<file path="src/rtl/lam_pkg.sv">
package lam_pkg;

  localparam int NUM_ALARMS = 3;
  localparam int REG_W      = 8;

  localparam int IDX_YEL = 0;
  localparam int IDX_RED = 1;
  localparam int IDX_AIS = 2;

  typedef enum logic [1:0] {
    ADDR_STATE  = 2'd0,
    ADDR_EVENT  = 2'd1,
    ADDR_ENABLE = 2'd2,
    ADDR_CTRL   = 2'd3
  } lam_addr_e;

  function automatic int lam_max3(input int a, input int b, input int c);
    int m;
    m = (a > b) ? a : b;
    return (m > c) ? m : c;
  endfunction

endpackage

</file>
<file path="src/rtl/lam_rst_sync.sv">
module lam_rst_sync (
  input  logic clk,
  input  logic rst_n,
  output logic rst_sync_n
);
  logic [1:0] stage_q;

  always_ff @(posedge clk or negedge rst_n) begin
    if (!rst_n) stage_q <= 2'b00;
    else        stage_q <= {stage_q[0], 1'b1};
  end

  assign rst_sync_n = stage_q[1];
endmodule

</file>
<file path="src/rtl/lam_integrator.sv">
module lam_integrator #(
  parameter int SET_TICKS  = 425,
  parameter int CLR_TICKS  = 425,
  parameter int FAST_TICKS = 425,
  parameter bit HAS_FAST   = 1'b0
) (
  input  logic clk,
  input  logic rst_n,
  input  logic tick,
  input  logic raw,
  input  logic fast_en,
  output logic state,
  output logic flip
);
  localparam int MAXT = lam_pkg::lam_max3(SET_TICKS, CLR_TICKS, FAST_TICKS);
  localparam int CW   = $clog2(MAXT + 1);

  logic          st_q, st_d;
  logic [CW-1:0] cnt_q, cnt_d;
  logic [CW-1:0] limit;
  logic [CW:0]   cnt_inc;
  logic          use_fast;
  logic          upd_ce;

  // Fast clearing only exists for the alarms built with it.
  generate
    if (HAS_FAST) begin : g_fast
      assign use_fast = fast_en;
    end else begin : g_nofast
      assign use_fast = 1'b0;
    end
  endgenerate

  // The limit depends on the direction of the pending change.
  always_comb begin
    if (!st_q)         limit = CW'(SET_TICKS);
    else if (use_fast) limit = CW'(FAST_TICKS);
    else               limit = CW'(CLR_TICKS);
  end

  always_comb begin
    cnt_inc = {1'b0, cnt_q} + {{CW{1'b0}}, 1'b1};
    st_d    = st_q;
    cnt_d   = cnt_q;
    flip    = 1'b0;
    if (raw == st_q) begin
      cnt_d = '0;
    end else if (tick) begin
      if (cnt_inc >= {1'b0, limit}) begin
        st_d  = ~st_q;
        cnt_d = '0;
        flip  = 1'b1;
      end else begin
        cnt_d = cnt_inc[CW-1:0];
      end
    end
  end

  assign upd_ce = tick | (raw == st_q);

  always_ff @(posedge clk or negedge rst_n) begin
    if (!rst_n) begin
      st_q  <= 1'b0;
      cnt_q <= '0;
    end else if (upd_ce) begin
      st_q  <= st_d;
      cnt_q <= cnt_d;
    end
  end

  assign state = st_q;
endmodule

</file>
<file path="src/rtl/lam_csr.sv">
module lam_csr
  import lam_pkg::*;
(
  input  logic                  clk,
  input  logic                  rst_n,
  input  logic [1:0]            addr,
  input  logic                  wr,
  input  logic [REG_W-1:0]      wdata,
  input  logic [NUM_ALARMS-1:0] status,
  input  logic [NUM_ALARMS-1:0] flip,
  output logic [NUM_ALARMS-1:0] events,
  output logic [NUM_ALARMS-1:0] enables,
  output logic                  fast_clear,
  output logic [REG_W-1:0]      rdata,
  output logic                  irq
);
  localparam int PAD = REG_W - NUM_ALARMS;

  logic [NUM_ALARMS-1:0] ev_q, ev_d, en_q, en_d, clr_mask;
  logic                  fc_q, fc_d;
  logic                  wr_ev, wr_en, wr_fc;
  logic                  ev_ce;

  always_comb begin
    wr_ev    = wr && (lam_addr_e'(addr) == ADDR_EVENT);
    wr_en    = wr && (lam_addr_e'(addr) == ADDR_ENABLE);
    wr_fc    = wr && (lam_addr_e'(addr) == ADDR_CTRL);
    clr_mask = wr_ev ? wdata[NUM_ALARMS-1:0] : '0;
    // A new change wins over a clear on the same edge.
    ev_d     = (ev_q & ~clr_mask) | flip;
    ev_ce    = wr_ev | (|flip);
    en_d     = wdata[NUM_ALARMS-1:0];
    fc_d     = wdata[0];
  end

  always_ff @(posedge clk or negedge rst_n) begin
    if (!rst_n) begin
      ev_q <= '0;
      en_q <= '0;
      fc_q <= 1'b0;
    end else begin
      if (ev_ce) ev_q <= ev_d;
      if (wr_en) en_q <= en_d;
      if (wr_fc) fc_q <= fc_d;
    end
  end

  always_comb begin
    unique case (lam_addr_e'(addr))
      ADDR_STATE:  rdata = {{PAD{1'b0}}, status};
      ADDR_EVENT:  rdata = {{PAD{1'b0}}, ev_q};
      ADDR_ENABLE: rdata = {{PAD{1'b0}}, en_q};
      default:     rdata = {{(REG_W-1){1'b0}}, fc_q};
    endcase
  end

  assign irq        = |(ev_q & en_q);
  assign events     = ev_q;
  assign enables    = en_q;
  assign fast_clear = fc_q;
endmodule

</file>
<file path="src/rtl/line_alarm_monitor.sv">
module line_alarm_monitor
  import lam_pkg::*;
#(
  parameter int YEL_SET_MS  = 425,
  parameter int YEL_CLR_MS  = 425,
  parameter int RED_SET_MS  = 2550,
  parameter int RED_CLR_MS  = 16600,
  parameter int RED_FAST_MS = 120,
  parameter int AIS_SET_MS  = 1500,
  parameter int AIS_CLR_MS  = 16800,
  parameter int AIS_FAST_MS = 180
) (
  input  logic       clk,
  input  logic       rst_n,
  input  logic       ms_tick,
  input  logic       raw_yellow,
  input  logic       raw_red,
  input  logic       raw_ais,
  input  logic [1:0] reg_addr,
  input  logic       reg_wr,
  input  logic [7:0] reg_wdata,
  output logic [7:0] reg_rdata,
  output logic       irq
);
  logic                  rst_sn;
  logic [NUM_ALARMS-1:0] raw_vec;
  logic [NUM_ALARMS-1:0] status_vec;
  logic [NUM_ALARMS-1:0] flip_vec;
  logic [NUM_ALARMS-1:0] event_vec;
  logic [NUM_ALARMS-1:0] enable_vec;
  logic                  fast_clear;

  assign raw_vec = {raw_ais, raw_red, raw_yellow};

  lam_rst_sync u_rst_sync (
    .clk        (clk),
    .rst_n      (rst_n),
    .rst_sync_n (rst_sn)
  );

  for (genvar g = 0; g < NUM_ALARMS; g++) begin : g_alarm
    localparam int SET_T  = (g == IDX_YEL) ? YEL_SET_MS :
                            (g == IDX_RED) ? RED_SET_MS : AIS_SET_MS;
    localparam int CLR_T  = (g == IDX_YEL) ? YEL_CLR_MS :
                            (g == IDX_RED) ? RED_CLR_MS : AIS_CLR_MS;
    localparam int FAST_T = (g == IDX_YEL) ? YEL_CLR_MS :
                            (g == IDX_RED) ? RED_FAST_MS : AIS_FAST_MS;
    localparam bit HAS_F  = (g != IDX_YEL);

    lam_integrator #(
      .SET_TICKS  (SET_T),
      .CLR_TICKS  (CLR_T),
      .FAST_TICKS (FAST_T),
      .HAS_FAST   (HAS_F)
    ) u_integ (
      .clk     (clk),
      .rst_n   (rst_sn),
      .tick    (ms_tick),
      .raw     (raw_vec[g]),
      .fast_en (fast_clear),
      .state   (status_vec[g]),
      .flip    (flip_vec[g])
    );
  end

  lam_csr u_csr (
    .clk        (clk),
    .rst_n      (rst_sn),
    .addr       (reg_addr),
    .wr         (reg_wr),
    .wdata      (reg_wdata),
    .status     (status_vec),
    .flip       (flip_vec),
    .events     (event_vec),
    .enables    (enable_vec),
    .fast_clear (fast_clear),
    .rdata      (reg_rdata),
    .irq        (irq)
  );
endmodule

</file>
<file path="config.mk">
export PLATFORM = sky130hd
export DESIGN_NAME = line_alarm_monitor
export DESIGN_NICKNAME = d
export VERILOG_FILES = /design/src/rtl/lam_pkg.sv /design/src/rtl/lam_rst_sync.sv /design/src/rtl/lam_integrator.sv /design/src/rtl/lam_csr.sv /design/src/rtl/line_alarm_monitor.sv
export SDC_FILE = /design/constraint.sdc
export NUM_CORES = 1
export LEC_CHECK = 0
export ABC_AREA = 1
export BUFFER_PORTS_ARGS = -buffer_cell sky130_fd_sc_hd__buf_2
export CORE_MARGIN = 10
export CORE_UTILIZATION = 24
export CTS_CLUSTER_DIAMETER = 60
export DETAILED_ROUTE_END_ITERATION = 8
export HOLD_SLACK_MARGIN = 0.08
export PLACE_DENSITY = 0.48
export SLEW_MARGIN = 0
export SYNTH_ARGS = -nofsm -noshare
export SYNTH_HDL_FRONTEND = slang
export SYNTH_HIERARCHICAL = 1
export SYNTH_SLANG_ARGS = --single-unit
</file>
<file path="constraint.sdc">
create_clock -name clk -period 3.1 [get_ports clk]
set_input_delay 0.31 -clock clk [delete_from_list [all_inputs] [get_ports clk]]
set_output_delay 0.31 -clock clk [all_outputs]
set_load 0.02 [all_outputs]
</file>
==> results.yml <==
worst_setup_path:
  critPathBufInv: 3
  rr_startpoint: "g_alarm[1].u_integ/cnt_q[0]"
  reg2reg_slack_ns: 0.40
  worst_r2r_path_depth: 17
  slowest_delay_ns: 0.40
  endpoint_kind: "flip-flop"
  path_max_fanout: 17
  startpoint: "g_alarm[1].u_integ/cnt_q[0]"
  rr_endpoint: "u_csr/events[1]"
  worstPathArrival_ns: 2.89
  crit_type: "flip-flop to flip-flop"
  cp_cell_sequence: "ha_1 -> nand2_2 -> nor2_4 -> nand3_1 -> nor3_1 -> xor2_1 -> ha_1 -> inv_1 -> nor2_1 -> nand3_1 -> nor2_1 -> nor2_2 -> nand2_4 -> nand2_1 -> inv_1 -> inv_1 -> nand2_1"
  cp.required_ns: 3.29
  critical_path_depth: 17
  cp_top_family: "simple AND/OR/NAND/NOR gates"
  slowest_stage: "dfrtp_1"
  cp-start-kind: "flip-flop"
  critical_path.endpoint: "u_csr/events[1]"
  crit_top_cell: "inv_1"
placed_design:
  place_worst_setup_slack_ns: 0.410
  dpl_cell_area_mm2: 0.00413
  place_congestion: 0.839
  hpwl_mm: 6.57
  port_buffers: 15
power_and_ir_drop:
  power.leakage_nw: 2.07
  power_density_mw_per_mm2: 388
  total_power_mw: 1.68
  ir_drop_mv: 0.317
synthesis:
  synthTopCellsByArea: "dfrtp_1 33%, nand2_1 14%, inv_1 7.7%"
  ys_seq_area_share_pct: 33.2
  synth_most_common_cell: "nand2_1"
  yosysTopAreaCellShare_pct: 33.2
  synth_area_leader_cell: "dfrtp_1"
  synth_edf_count: 0
  synth_area_mm2: 0.00384
  async_flop_share_pct: 100
  yosys-top-cells-count: "142 x nand2_1, 79 x inv_1, 51 x dfrtp_1, 48 x nand3_1, 38 x nor2_1"
  yosys_warnings: 6
  ys_seq_elements: 51
  syn_inst: 515
  synthFlopType: "dfrtp_1"
  synth.distinct_cells: 38
  syn_avg_cell_area_um2: 7.46
status:
  status: "completed"
die:
  start_util_pct: 24.4
  num_rows: 46
  dieWidth_um: 147
  die_h_um: 147
  core_area_mm2: 0.0158
  die-area_mm2: 0.0215
  pin_count: 26
min_path:
  hold_class: "input pin to flip-flop"
cells_and_area:
  fillers: 1757
  area_growth_pct: 12.3
  seq_area_mm2: 0.00128
  multiInputGateArea_mm2: 0.00216
  drive_gt1_share_pct: 15.7
  finish.net_count: 570
  final_area_mm2: 0.00431
  diodes: 0
timing:
  finalCritPeriodShare_pct: 87.0
  max-slew-margin-rel_pct: 36.5
  drv_slew: 0
  setup_viol: 0
  hold_violations: 0
  finalCriticalPeriod_ns: 2.70
  skew_ns: 0.00766
  setup_tns_ns: 0
  worstMarginPinSlew_ns: 0.949
  fmax_mhz: 371
  setup_ws_ns: 0.402
  rsz0062_at_grt: "false"
routing:
  via_count: 3300
  drt-wirelength-per-cell_um: 11.7
  drt-total-wl_mm: 8.79
  ant_nets: 0
  drt_iter0_markers: 141
  drc: 0
  drtPass1Iterations: 4
  via_per_inst: 4.40
cts:
  cts_hold_buf: 1
  cts_tree: "yes"
  cts_resized: 0
  h-tree-depth: 2
  postCtsSetupRepairBufs: 0
  path_clk_slew_ns: 0.07
  clkSinkCount: 51
  clk_path_buf_depth: 2
  clkLatencyLatePin_ns: 0.30
  cts-root-buf: "clkbuf_16"
  cts-buffers-inserted: 5
global_route:
  grt_usage_pct: 8.54
  grt_max_degree: 30
  first_global_vias: 3226
  antenna_found_initial: 0
  globalRoute.totalOverflow: 0
  grt_pass1_wl_mm: 15.4
job:
  drv_cap: 0
## registers in the layout, indices dropped and copies added (netlist names)
name	flops
g_alarm.u_integ/cnt_q	39
g_alarm.u_integ/state	3
u_csr/enables	3
u_csr/events	3
u_rst_sync/stage_q	2
u_csr/fast_clear	1
## through the flow
step / std cells / util (%) / hold WS, ns
finish: 750 / 27.4 / 0.253
global route: 750 / 27.4 / 0.246
CTS: 750 / 27.4 / 0.239
detailed placement: 741 / 26.2 / 0.0959
global placement: 741 / 26.2 / 0.0955
floorplan: 519 / - / 0.0144
## metal layers
| metal | track usage (%) | up-vias | share of wire, % |
|---|---|---|---|
| li1 | - | 1694 | - |
| met1 | 11.0 | 1557 | 49 |
| met2 | 13.6 | 42 | 45 |
| met3 | 2.47 | 7 | 4.0 |
| met4 | 2.55 | 0 | 1.2 |
| met5 | 0 | - | 0 |
## worst min path at each step
stage                             from                     to  slack (ns)  cells past startpoint
after CTS                 reg_wdata[1]       u_csr/enables[1]        0.24                      3
after global routing      reg_wdata[2]       u_csr/enables[2]        0.25                      3
after floorplan                  rst_n  u_rst_sync/stage_q[0]        0.01                      0
after global placement           rst_n  u_rst_sync/stage_q[0]         0.1                      1
after detailed placement         rst_n  u_rst_sync/stage_q[0]         0.1                      1
final                     reg_wdata[1]       u_csr/enables[1]        0.25                      3
## area by class of cell
class | count | share of cell area [%]
repair buffers | 20 | 2.67
well taps | 216 | 6.26
inverters | 83 | 7.40
clock inverters | 2 | 0.812
flip-flops and latches | 51 | 29.6
clock buffers | 6 | 3.22
multi-input cells | 372 | 50.0
## power breakdown
group          switching, mW  total (mW)  internal, mW
registers             0.0495       0.745         0.695
clock network          0.267       0.670         0.402
logic                  0.173       0.261        0.0882
## worst min-delay path, stage by stage
cell and delay [ns]:
buf_2 0.11, inv_1 0.04, o21ai_1 0.06
## logic make-up after synthesis
kind of cell / share of synthesized area [%]
other: 0.196
buffers and inverters: 11.0
flip-flops: 33.2
XOR/XNOR: 3.19
AO/OA/AOI/OAI: 11.9
AND/OR/NAND/NOR: 34.0
adder cells (fa/ha/maj): 6.51
## layout by cell type, fill, tap and decap left out, types with 8 or more instances in the layout
cell type / synthesis / layout
ha_1: 20 / 20
o21ai_0: 11 / 11
nor2_1: 38 / 38
nand2_2: 8 / 8
xor2_1: 12 / 12
o22ai_2: 20 / 20
dfrtp_1: 51 / 50
o22ai_1: 13 / 13
buf_2: 1 / 15
inv_1: 79 / 79
nand2_1: 142 / 142
nand3_1: 48 / 48
nand4_1: 13 / 13
(Power assumes the default switching activity.)
